<file path="config.mk">
export PLATFORM = sky130hd
export DESIGN_NAME = burst_seq
export DESIGN_NICKNAME = d
export VERILOG_FILES = /design/src/rtl/burst_seq_pkg.sv /design/src/rtl/burst_beat_ctr.sv /design/src/rtl/burst_offset_map.sv /design/src/rtl/burst_seq.sv
export SDC_FILE = /design/constraint.sdc
export NUM_CORES = 1
export LEC_CHECK = 0
export ABC_AREA = 1
export BUFFER_PORTS_ARGS = -buffer_cell sky130_fd_sc_hd__buf_4
export CAP_MARGIN = 40
export CORE_AREA = 2 2 56 58
export CTS_BUF_LIST = sky130_fd_sc_hd__clkbuf_8
export DETAILED_ROUTE_END_ITERATION = 8
export DIE_AREA = 0 0 58 60
export GPL_ROUTABILITY_DRIVEN = 0
export SYNTH_ARGS = -nofsm -noshare
export SYNTH_HDL_FRONTEND = slang
export SYNTH_HIERARCHICAL = 1
export SYNTH_SLANG_ARGS = --single-unit
export TNS_END_PERCENT = 5
</file>
<file path="constraint.sdc">
create_clock -name clk -period 2.4 [get_ports clk]
set_input_delay 0.36 -clock clk [delete_from_list [all_inputs] [get_ports clk]]
set_output_delay 0.36 -clock clk [all_outputs]
set_load 0.05 [all_outputs]
</file>
<file path="src/rtl/burst_seq_pkg.sv">
package burst_seq_pkg;

   typedef enum logic {
      ORD_LINEAR     = 1'b0,
      ORD_INTERLEAVE = 1'b1
   } burst_order_e;

   localparam int unsigned DEF_ADDR_W = 16;
   localparam int unsigned DEF_OFF_W  = 2;

endpackage

</file>
<file path="src/rtl/burst_beat_ctr.sv">
module burst_beat_ctr #(
   parameter int unsigned W = 2
) (
   input  logic         clk,
   input  logic         rst_n,
   input  logic         clr_i,
   input  logic         inc_i,
   output logic [W-1:0] beat_o
);

   if (W < 1) begin : g_bad_w
      $error("burst_beat_ctr: W must be at least 1");
   end

   logic [W-1:0] cnt_q;

   // Counts modulo 2**W, so the burst wraps inside the offset field.
   always_ff @(posedge clk or negedge rst_n) begin
      if (!rst_n) begin
         cnt_q <= '0;
      end else if (clr_i) begin
         cnt_q <= '0;
      end else if (inc_i) begin
         cnt_q <= cnt_q + W'(1);
      end
   end

   assign beat_o = cnt_q;

endmodule

</file>
<file path="src/rtl/burst_offset_map.sv">
module burst_offset_map
   import burst_seq_pkg::*;
#(
   parameter int unsigned W = 2
) (
   input  logic [W-1:0] base_i,
   input  logic [W-1:0] beat_i,
   input  burst_order_e order_i,
   output logic [W-1:0] off_o
);

   logic [W-1:0] xor_off;
   logic [W-1:0] add_off;

   // Interleaved: each offset bit flips with the matching beat bit.
   for (genvar b = 0; b < W; b++) begin : g_xor_bit
      assign xor_off[b] = base_i[b] ^ beat_i[b];
   end

   // Linear: wrapping add inside the offset field.
   assign add_off = base_i + beat_i;

   always_comb begin
      unique case (order_i)
         ORD_INTERLEAVE: off_o = xor_off;
         default:        off_o = add_off;
      endcase
   end

endmodule

</file>
<file path="src/rtl/burst_seq.sv">
module burst_seq
   import burst_seq_pkg::*;
#(
   parameter int unsigned ADDR_W = DEF_ADDR_W,
   parameter int unsigned OFF_W  = DEF_OFF_W
) (
   input  logic              clk,
   input  logic              rst_n,
   input  logic              start_i,
   input  logic              step_i,
   input  logic              order_sel_i,
   input  logic [ADDR_W-1:0] start_addr_i,
   output logic [ADDR_W-1:0] addr_o
);

   localparam int unsigned HI_W = ADDR_W - OFF_W;

   if (OFF_W < 1) begin : g_bad_off
      $error("burst_seq: OFF_W must be at least 1");
   end
   if (ADDR_W <= OFF_W) begin : g_bad_addr
      $error("burst_seq: ADDR_W must exceed OFF_W");
   end

   logic [HI_W-1:0]  hi_q;
   logic [OFF_W-1:0] base_q;
   burst_order_e     mode_q;
   logic [OFF_W-1:0] beat_q;
   logic [OFF_W-1:0] off_w;

   // Capture the burst context on open; hold it otherwise.
   always_ff @(posedge clk or negedge rst_n) begin
      if (!rst_n) begin
         hi_q   <= '0;
         base_q <= '0;
         mode_q <= ORD_INTERLEAVE;
      end else if (start_i) begin
         hi_q   <= start_addr_i[ADDR_W-1:OFF_W];
         base_q <= start_addr_i[OFF_W-1:0];
         mode_q <= burst_order_e'(order_sel_i);
      end
   end

   burst_beat_ctr #(.W(OFF_W)) u_beat (
      .clk    (clk),
      .rst_n  (rst_n),
      .clr_i  (start_i),
      .inc_i  (step_i),
      .beat_o (beat_q)
   );

   burst_offset_map #(.W(OFF_W)) u_map (
      .base_i  (base_q),
      .beat_i  (beat_q),
      .order_i (mode_q),
      .off_o   (off_w)
   );

   assign addr_o = {hi_q, off_w};

endmodule

</file>
**Word level (Yosys, flattened, before mapping)**

Cells that the tools add are included.

- Input port bits: 21
- Logic and storage cells: 12
- Bits in latches: 0
- Register bits after elaboration: 19
- Memories kept: 0
- Memory bits (read-only): 0
- Output and inout bits: 16
- Memory bits (writable): 0

- $lt $le $gt $ge: 0
- Multiply operators: 0
- $add $sub $neg: 2
- Shift operators: 0
- Reduce and logical (&&, ||, !) cells: 1
- Div/mod/pow operators: 0
- Bitwise gates (word level): 2
- Muxes and demuxes: 3
- Eq/ne operators: 0

Operator list:

| kind | number |
|---|---|
| 2-bit two-way mux | 3 |
| 2-bit by 1-bit adder with 2-bit output (second input constant) | 1 |
| 2-bit adder | 1 |
| 2-bit nonzero test | 1 |
| 1-bit XOR | 2 |

**Depth between registers and ports, before layout**

Gate-level depths: netlist of run 1.

- Word-level depth: 3
- Mapped depth: 6

**By module**

The synthesis of run 1 kept the hierarchy.

By module, submodules not included:

| module | instances | cells an instance | seq. area each (µm²) | area each (µm²) |
|---|---|---|---|---|
| burst_seq | 1 | 72 | 426.7 | 681.9 |
| burst_beat_ctr | 1 | 11 | 50.0 | 86.3 |
| burst_offset_map | 1 | 15 | 0.0 | 67.6 |

**Worst setup path after synthesis of run 1**

Ideal clock, no wire load.

- Kind: register to output
- Start: register u_beat.cnt_q[0], in the netlist u_beat/beat_o[0]
- End: output addr_o[1]
- Arrival time: 1.065 ns
- Buffers on the path: 0
- Stages on the path, launching flop included: 7
- Path slack: 0.975 ns
- Path through: dfrtp_1 ha_1 inv_1 nor2_1 nand3_1 nand2_1 inv_1

- Cells in the longest elaborated chain, start to end: 2

RTL lines:

| element | RTL line | RTL |
|---|---|---|
| from (decl) | burst_beat_ctr.sv:15 | `logic [W-1:0] cnt_q;` |
| from (signal assigned) | burst_beat_ctr.sv:24 | `cnt_q <= cnt_q + W'(1);` |
| 2-bit adder | burst_offset_map.sv:21 | `assign add_off = base_i + beat_i;` |
| 2-bit two-way mux | burst_offset_map.sv:24 | `unique case (order_i)` |
| to (decl) | burst_seq.sv:13 | `output logic [ADDR_W-1:0] addr_o` |

Every way passes these cells.

**Worst setup path after layout of run 1**

Same ends and word-level chain as after synthesis.

==> key figures, run 1 <==
Cells and area
  – Fill cell count: 317
  – Nets: 159
  – Layout cells sized above 1: 34.6%
  – Final Core Density: 40.1%
  – Most frequent cells in the layout: nand2_1 (55), buf_4 (36), dfrtp_1 (18)
  – Most common cell after layout, fill and taps aside: nand2_1
  – Diode count: 0
  – Post-Layout Cell Count: 169
  – Syn-to-layout area delta: 39.2%

Global routing
  – Largest net degree at the start of global routing: 20
  – Number of global-route vias before repair: 691
  – Initial antenna violation count: 0
  – GRT overflow: 0
  – First-pass GRT wire length: 2.95 mm
  – Total GRT Usage: 11.2%

Logic synthesis
  – Syn Std Cell Area: 836 um^2
  – Warnings from Yosys: 6
  – Syn_area_per_cell: 8.53 um^2
  – Post-synthesis register bit count: 19
  – Netlist cell types: 13
  – Syn_nets: 120
  – Register area share after synthesis: 57.0%
  – Mapped Cells: 98

Place
  – I/O Buffers: 36
  – Post-detail-place hpwl: 1.27 mm
  – # placed instances: 164
  – Dpl ws: 977 ps

Pwr
  – Cell Pwr Density: 692 nW/um^2
  – Static Leakage: 0.659 nW
  – VDD IR-drop max: 321 uV

Clocking
  – TritonCTS clock tree: done
  – Root buf cell: clkbuf_8
  – CTS Buffer Depth: 2
  – Setup bufs post-CTS: 0
  – Cts hold-fix bufs: 1
  – CTS Buf Count: 3
  – Htree depth: 1
  – CTS resizes: 0
  – Clock slew at reported path FFs: 70 ps
  – Worst-Skew Late Latency: 250 ps
  – Clock sinks: 19

STA
  – Max frequency: 589 MHz
  – Final hold vios: 0
  – Period minus WS final: 1700 ps
  – RSZ-0062 raised after global routing: false
  – Min setup slack post-route: 701 ps
  – Skew final: 0.176 ps
  – Relative slew slack: 83.5%
  – Period utilization: 70.8%
  – Slew Limit Fails: 0
  – Setup violators final: 0
  – Worst slew pin tran: 248 ps
  – Setup tns final: 0 ps

Routing
  – Routed vias/inst: 4.11
  – DRT Pass-1 Iters: 3
  – Drt drc: 0
  – DR WL/cell: 10.1 um
  – Routed wire length: 1.71 mm
  – Drt initial violations: 3
  – Antenna violation net count after detailed routing: 0
  – Vias: 695

Setup path
  – Worst-path fanout max: 5
  – Crit path top cell by count: inv_1
  – WP data arrival: 1340 ps
  – Crit path largest cell delay: 400 ps
  – Crit-path slowest cell: dfrtp_1
  – CP endpoint kind: output port
  – CP Cell Sequence: ha_1, inv_1, nor2_1, nand3_1, nand2_1, inv_1, buf_4
  – Crit path required time: 2040 ps
  – CP Launch Type: flop
  – WS Path Type: reg -> out

Floorplanning
  – Top-level port count: 37
  – Rows: 20
  – Core region area: 2900 um^2
  – Die Y: 60 um
  – Die Width: 58 um
  – Initial Utilization: 28.8%
  – DIE AREA: 3480 um^2

Flow run
  – Max-cap violations: 0

Min path
  – Hold Path Class: in -> reg

Outcome
  – Status: completed
## cell usage after synthesis
| master | instances | area share, % |
|---|---|---|
| a21oi_1 | 1 | 0.60 |
| dfrtp_1 | 18 | 54 |
| dfstp_2 | 1 | 3.1 |
| buf_8 | 1 | 1.8 |
| buf_6 | 1 | 1.3 |
| inv_1 | 6 | 2.7 |
| nand2_1 | 55 | 25 |
| nand3_1 | 3 | 1.8 |
| inv_8 | 1 | 1.3 |
| nor2_1 | 4 | 1.8 |
| nand2_2 | 5 | 3.7 |
| clkbuf_8 | 1 | 1.6 |
| ha_1 | 1 | 1.5 |
## cells by family (layout without fill, tap and decap cells)
logic type | after synthesis | count (layout) | synth area share [%]
DFF | 19 | 19 | 57.0
and+or+nand+nor | 67 | 67 | 32.0
AOI/OAI and AO/OA | 1 | 1 | 0.598
adders and majority gates | 1 | 1 | 1.50
buffers and inverters | 10 | 48 | 8.83
## worst paths after layout
check | from | to | slack (ps) | depth (start not counted)
worst min register to register | hi_q[7]$_DFFE_PN0P_ | hi_q[7]$_DFFE_PN0P_ | 470 | 2
worst max-delay path | u_beat/beat_o[0]$_DFFE_PN0P_ | addr_o[1] | 700 | 7
max in group asynchronous | rst_n | mode_q$_DFFE_PN1P_ | 1610 | 2
min in group asynchronous | rst_n | hi_q[5]$_DFFE_PN0P_ | 530 | 2
worst max register to register | u_beat/beat_o[1]$_DFFE_PN0P_ | u_beat/beat_o[1]$_DFFE_PN0P_ | 1670 | 3
worst min-delay path | start_addr_i[7] | hi_q[5]$_DFFE_PN0P_ | 300 | 3
## routing by layer
| layer | wire length (um) | part of all wire [%] | vias up | track usage [%] |
|---|---|---|---|---|
| met5 | 0 | 0 | - | 0 |
| met4 | 0 | 0 | 0 | 2.99 |
| met3 | 117 | 6.8 | 0 | 2.81 |
| met2 | 812 | 47 | 24 | 20.3 |
| met1 | 780 | 46 | 304 | 13.1 |
| li1 | - | - | 367 | - |
## sequential cells by signal (all words and copies together), names as in the netlist
signal	cells
base_q	2
mode_q	1
u_beat/beat_o	2
hi_q	14
## report_power, final
part,total [W],internal (W),switching [W]
Combinational,0.000224,0.0000751,0.000149
Clock,0.000213,0.000115,0.0000980
Sequential,0.000368,0.000349,0.0000190
## final cells by class
class	instances	area [um^2]	area share [%]
Clock buffer	3	41.3	3.55
Tap cell	33	41.3	3.55
Inverter	7	33.8	2.90
Timing Repair Buffer	37	280	24.1
Clock inverter	1	5.00	0.430
Sequential cell	19	477	41.0
Multi-Input combinational cell	69	285	24.5
## per-stage QoR
stage,hold slack (ps),instance area (um^2),total power (W)
after CTS,297,1160,0.000821
final,305,1160,0.000805
after global routing,309,1160,0.000859
after global placement,247,1110,0.000596
after detailed placement,247,1110,0.000600
after floorplan,64.4,836,0.000519
## worst max-delay path: cells and delay by family, from the launching register on
kind          cells  cell delay [ps]
flops             1              400
fa+ha+maj         1              180
simple gates      3              250
buf+inv           3              250
(Power assumes the default switching activity.)
==> inputs of run 2 (changes only) <==
clock period = 1.5 ns   (was 2.4 ns; I/O delays follow)
==> key figures, run 2 (same netlist as run 1, synthesis figures left out) <==
Outcome
  – Status: completed

Floorplanning
  – Die Width: 58 um (unchanged)
  – Initial Utilization: 28.8% (unchanged)
  – Die Y: 60 um (unchanged)
  – Rows: 20 (unchanged)
  – Top-level port count: 37 (unchanged)
  – Core region area: 2900 um^2 (unchanged)
  – DIE AREA: 3480 um^2 (unchanged)

Global routing
  – Initial antenna violation count: 0 (unchanged)
  – Total GRT Usage: 11.3% (+0.092 points)
  – GRT overflow: 0 (unchanged)
  – Number of global-route vias before repair: 701 (+1.4%)
  – First-pass GRT wire length: 2.98 mm (+0.91%)
  – Largest net degree at the start of global routing: 20 (unchanged)

Setup path
  – Crit path required time: 1270 ps (-770 ps)
  – CP endpoint kind: output port
  – WS Path Type: reg -> out
  – CP Launch Type: flop
  – WP data arrival: 1230 ps (-110 ps)
  – Worst-path fanout max: 2 (-3)

STA
  – Skew final: 0.0431 ps (-0.133 ps)
  – Worst slew pin tran: 246 ps (-1.47 ps)
  – Period minus WS final: 1450 ps
  – Setup violators final: 0 (unchanged)
  – Setup tns final: 0 ps (unchanged)
  – Period utilization: 96.8%
  – Final hold vios: 0 (unchanged)
  – Max frequency: 689 MHz
  – Relative slew slack: 83.6% (+0.098 points)
  – RSZ-0062 raised after global routing: true
  – Slew Limit Fails: 0 (unchanged)

Pwr
  – Internal power: 0.000872 W (+62%)
  – Psw: 0.000429 W (+61%)
  – Flop pwr share: 45.3% (-0.4 points)
  – Clock power frac: 26.2% (-0.3 points)
  – Sw Share: 33.0% (about the same)
  – Logic pwr share: 28.5% (+0.7 points)
  – Cell Pwr Density: 1100 nW/um^2 (+58%)
  – Static Leakage: 0.668 nW (+1.4%)
  – VDD IR-drop max: 514 uV (+60%)
  – Total power: 0.00130 W (+62%)

Cells and area
  – Diode count: 0 (unchanged)
  – Nets: 161 (+1.3%)
  – Biggest register: hi_q
  – Most common cell after layout, fill and taps aside: nand2_1
  – Most frequent cells in the layout: nand2_1 (55), buf_4 (37), dfrtp_1 (18)
  – Largest register FFs: 14 (unchanged)
  – Syn-to-layout area delta: 42.1%
  – Layout cells sized above 1: 37.7% (+3.1 points)
  – Fill cell count: 316 (-0.32%)

Routing
  – Routed vias/inst: 4.13 (+0.39%)
  – DR WL/cell: 10.3 um (+1.7%)
  – Vias: 706 (+1.6%)
  – DRT Pass-1 Iters: 3 (unchanged)
  – Drt initial violations: 3 (unchanged)
  – Drt drc: 0 (unchanged)
  – Antenna violation net count after detailed routing: 0 (unchanged)
  – Routed wire length: 1.76 mm (+2.9%)

Clocking
  – Root buf cell: clkbuf_8
  – Worst-Skew Late Latency: 250 ps (about the same)
  – CTS Buffer Depth: 2 (unchanged)
  – CTS Buf Count: 3 (unchanged)
  – Clock sinks: 19 (unchanged)
  – Htree depth: 1 (unchanged)
  – TritonCTS clock tree: done
  – Clock slew at reported path FFs: 70 ps (about the same)

Flow run
  – Max-cap violations: 0 (unchanged)

Place
  – I/O Buffers: 36 (unchanged)
  – Post-detail-place hpwl: 1.27 mm (unchanged)

Min path
  – Hold Path Class: in -> reg
## run 2: cell types whose count changed in the layout (fill, tap and decap cells not counted)
cell	before	now
buf_4	36	37
buf_6	0	1
ha_1	1	0
ha_2	0	1
inv_1	6	5
inv_2	0	1
nor2_1	4	3
nor2_2	0	1
## run 2: power groups by stage
stage | Sequential [W] | Clock (W) | Combinational, W
3_3_place_gp | 0.000597 | 0 | 0.000356
6_report | 0.000589 | 0.000341 | 0.000371
3_5_place_dp | 0.000598 | 0 | 0.000361
4_1_cts | 0.000588 | 0.000361 | 0.000371
5_1_grt | 0.000595 | 0.000390 | 0.000402
2_1_floorplan | 0.000714 | 0 | 0.000117
## run 2: final cells by class
type	instances	area, um^2	share of cell area (%)
Multi-Input combinational cell	69	290	24.4
Tap cell	33	41.3	3.48
Clock buffer	3	41.3	3.48
Clock inverter	1	5.00	0.421
Timing Repair Buffer	39	299	25.2
Sequential cell	19	477	40.1
Inverter	7	33.8	2.85
## run 2: routing by layer
metal	vias to the layer above	global-route usage, %	share of wire, %
met1	313	13.1	44
li1	369	-	-
met2	24	20.6	49
met4	0	2.99	0
met3	0	2.81	6.5
met5	-	0	0
## run 2: worst paths after layout
path                                         startpoint                           end  slack (ps)  depth (start not counted)
min in group asynchronous                         rst_n           hi_q[5]$_DFFE_PN0P_         390                          2
hold / removal                          start_addr_i[7]           hi_q[5]$_DFFE_PN0P_         170                          3
setup reg to reg           u_beat/beat_o[0]$_DFFE_PN0P_  u_beat/beat_o[1]$_DFFE_PN0P_         570                          4
max in group asynchronous                         rst_n            mode_q$_DFFE_PN1P_         850                          2
setup / recovery           u_beat/beat_o[0]$_DFFE_PN0P_                     addr_o[1]          50                          7
hold reg to reg                     hi_q[7]$_DFFE_PN0P_           hi_q[7]$_DFFE_PN0P_         470                          2
## run 2: worst max-delay path, cell delays in order (launching register included)
cell and delay (ps):
dfrtp_1 360, ha_2 190, inv_2 40, nor2_2 80, nand3_1 70, nand2_1 60
inv_1 40, buf_6 140
## run 2: repair_timing
item	CTS	global route
hold endpoints to repair	18	0
resized for setup	1	3
hold buffers	1	0
setup endpoints to repair	1	1
buffers inserted	1	1
pin swaps	0	2
## run 2: metrics by stage
stage	instances	setup slack [ps]	utilization, %	cell area [um^2]	hold WS [ps]
after global routing	171	-30.5	40.9	1190	174
final	171	48.4	40.9	1190	169
after floorplan	98	210	-	836	-70.6
after global placement	164	275	38.1	1110	112
after CTS	170	14.4	40.5	1170	162
after detailed placement	164	212	38.1	1110	112
==> inputs of run 3 (changes only) <==
CORE_AREA = 2 2 52 63   (was 2 2 56 58)
DIE_AREA = 0 0 54 65   (was 0 0 58 60)
==> key figures, run 3 (same netlist as run 1, synthesis figures left out) <==
Floorplanning
  – Core region area: 2970 um^2 (+2.4%)
  – DIE AREA: 3510 um^2 (+0.86%)
  – Die Y: 65 um (+8.3%)
  – Die Width: 54 um (-6.9%)
  – Top-level port count: 37 (unchanged)
  – Initial Utilization: 28.1% (-0.68 points)
  – Rows: 22 (+10%)

Cells and area
  – Nets: 161 (unchanged)
  – Largest register FFs: 14 (unchanged)
  – Most common cell after layout, fill and taps aside: nand2_1
  – Most frequent cells in the layout: nand2_1 (55), buf_4 (37), dfrtp_1 (18)
  – Diode count: 0 (unchanged)
  – Layout cells sized above 1: 37.0% (-0.72 points)
  – Biggest register: hi_q
  – Post-Layout Cell Count: 174 (+1.8%)
  – Syn-to-layout area delta: 42.2%

Pwr
  – Flop pwr share: 45.3% (about the same)
  – Psw: 0.000427 W (-0.39%)
  – Internal power: 0.000871 W (about the same)
  – VDD IR-drop max: 428 uV (-17%)
  – Sw Share: 32.9% (-0.069 points)
  – Clock power frac: 26.2% (about the same)
  – Total power: 0.00130 W (-0.18%)
  – Static Leakage: 0.669 nW (about the same)
  – Logic pwr share: 28.5% (about the same)
  – Cell Pwr Density: 1090 nW/um^2 (-0.29%)

Clocking
  – Root buf cell: clkbuf_8
  – CTS Buffer Depth: 2 (unchanged)
  – Clock slew at reported path FFs: 70 ps (about the same)
  – Worst-Skew Late Latency: 250 ps (about the same)
  – CTS Buf Count: 3 (unchanged)
  – Htree depth: 1 (unchanged)
  – Clock sinks: 19 (unchanged)
  – TritonCTS clock tree: done

Min path
  – HP Start: start_addr_i[14]
  – Hold Path Class: in -> reg
  – Hold depth: 3 (unchanged)
  – Hold endpoint: hi_q[12]$_DFFE_PN0P_

Routing
  – DRT Pass-1 Iters: 4 (+1)
  – DR WL/cell: 9.82 um (-4.7%)
  – Routed wire length: 1.71 mm (-3.0%)
  – Routed vias/inst: 4.13 (about the same)
  – Drt initial violations: 10 (+7)
  – Vias: 718 (+1.7%)
  – Drt drc: 0 (unchanged)
  – Antenna violation net count after detailed routing: 0 (unchanged)

Global routing
  – Largest net degree at the start of global routing: 20 (unchanged)
  – Total GRT Usage: 10.2% (-1.1 points)
  – First-pass GRT wire length: 2.55 mm (-14%)
  – Initial antenna violation count: 0 (unchanged)
  – Number of global-route vias before repair: 613 (-13%)
  – GRT overflow: 0 (unchanged)

STA
  – Final hold vios: 0 (unchanged)
  – Setup tns final: 0 ps (unchanged)
  – Slew Limit Fails: 0 (unchanged)
  – Setup violators final: 0 (unchanged)
  – Skew final: 0.00530 ps (-0.0378 ps)
  – Worst slew pin tran: 246 ps (-0.495 ps)
  – Relative slew slack: 83.6% (about the same)
  – Period minus WS final: 1460 ps (+9.48 ps)
  – Period utilization: 97.4% (+0.63 points)
  – RSZ-0062 raised after global routing: true
  – Max frequency: 684 MHz (-0.65%)

Setup path
  – Worst-path fanout max: 2 (unchanged)
  – WP data arrival: 1240 ps (about the same)
  – CP endpoint kind: output port
  – Crit path largest cell delay: 360 ps (about the same)
  – Crit path required time: 1270 ps (about the same)
  – WS Path Type: reg -> out
  – Register-to-register setup slack: 570 ps (about the same)
  – Register-to-Register Path Depth: 4 (unchanged)
  – Reg2Reg Capture Point: u_beat/beat_o[1]$_DFFE_PN0P_
  – CP Cell Sequence: ha_2, inv_2, nor2_1, nand3_1, nand2_1, inv_1, buf_6
  – Critical R2R Launch: u_beat/beat_o[0]$_DFFE_PN0P_
  – CP Launch Type: flop
  – Crit-path slowest cell: dfrtp_1

Place
  – I/O Buffers: 36 (unchanged)
  – Post-detail-place hpwl: 1.22 mm (-3.9%)
  – # placed instances: 167 (+1.8%)

Outcome
  – Status: completed

Flow run
  – Max-cap violations: 0 (unchanged)
run 3: cell types whose count changed in the layout (fill, tap and decap cells not counted):
cell | previous run | this run
nor2_1 | 3 | 4
nor2_2 | 1 | 0
run 3: critical path, delay by kind of cell (launching register included):
family | cells | cell delay, ps
buf+inv | 3 | 210
fa+ha+maj | 1 | 190
simple gates | 3 | 220
flops | 1 | 360
run 3: cell type report:
| class | instances | area (um^2) |
|---|---|---|
| Sequential cell | 19 | 477 |
| Clock buffer | 3 | 41.3 |
| Timing Repair Buffer | 39 | 299 |
| Fill cell | 323 | 1780 |
| Clock inverter | 1 | 5.00 |
| Tap cell | 36 | 45.0 |
| Inverter | 7 | 33.8 |
| Multi-Input combinational cell | 69 | 288 |
run 3: layer usage:
metal  track usage (%)  up-vias  wire length [um]
li1                  -      370                 -
met1              12.4      321               784
met2              16.5       25               778
met3              2.76        2               133
met4              4.69        0                11
met5                 0        -                 0
run 3: how the worst max path moves through the flow:
stage | from | end | slack, ps | cells after the start
after detailed placement | u_beat/beat_o[0]$_DFFE_PN0P_ | addr_o[1] | 230 | 7
final | u_beat/beat_o[0]$_DFFE_PN0P_ | addr_o[1] | 40 | 7
after floorplan | u_beat/beat_o[0]$_DFFE_PN0P_ | addr_o[1] | 210 | 6
after CTS | base_q[0]$_DFFE_PN0P_ | addr_o[1] | 10 | 7
after global placement | u_beat/beat_o[0]$_DFFE_PN0P_ | addr_o[1] | 280 | 7
after global routing | u_beat/beat_o[0]$_DFFE_PN0P_ | addr_o[1] | -30 | 7
run 3: per-stage QoR:
stage	util [%]	worst slack [ps]	hold WS, ps	instance area (um^2)
2_1_floorplan	-	210	-70.6	836
3_3_place_gp	37.4	282	111	1110
3_5_place_dp	37.4	226	113	1110
4_1_cts	39.6	12.1	162	1180
5_1_grt	40.0	-30.9	162	1190
6_report	40.0	38.9	171	1190
run 3: timing repair:
| action | CTS | global route |
|---|---|---|
| buffers inserted | 1 | 1 |
| endpoints found under the hold margin | 18 | 0 |
| pin swaps | 0 | 1 |
| setup endpoints to repair | 1 | 1 |
| gates resized for setup | 1 | 2 |
| hold buffers | 1 | 0 |
run 3: power by group through the flow:
stage	combinational [W]	clock [W]	sequential, W
global placement	0.000356	0	0.000597
detailed placement	0.000359	0	0.000600
CTS	0.000369	0.000364	0.000589
finish	0.000370	0.000340	0.000588
global route	0.000396	0.000385	0.000593
floorplan	0.000117	0	0.000714
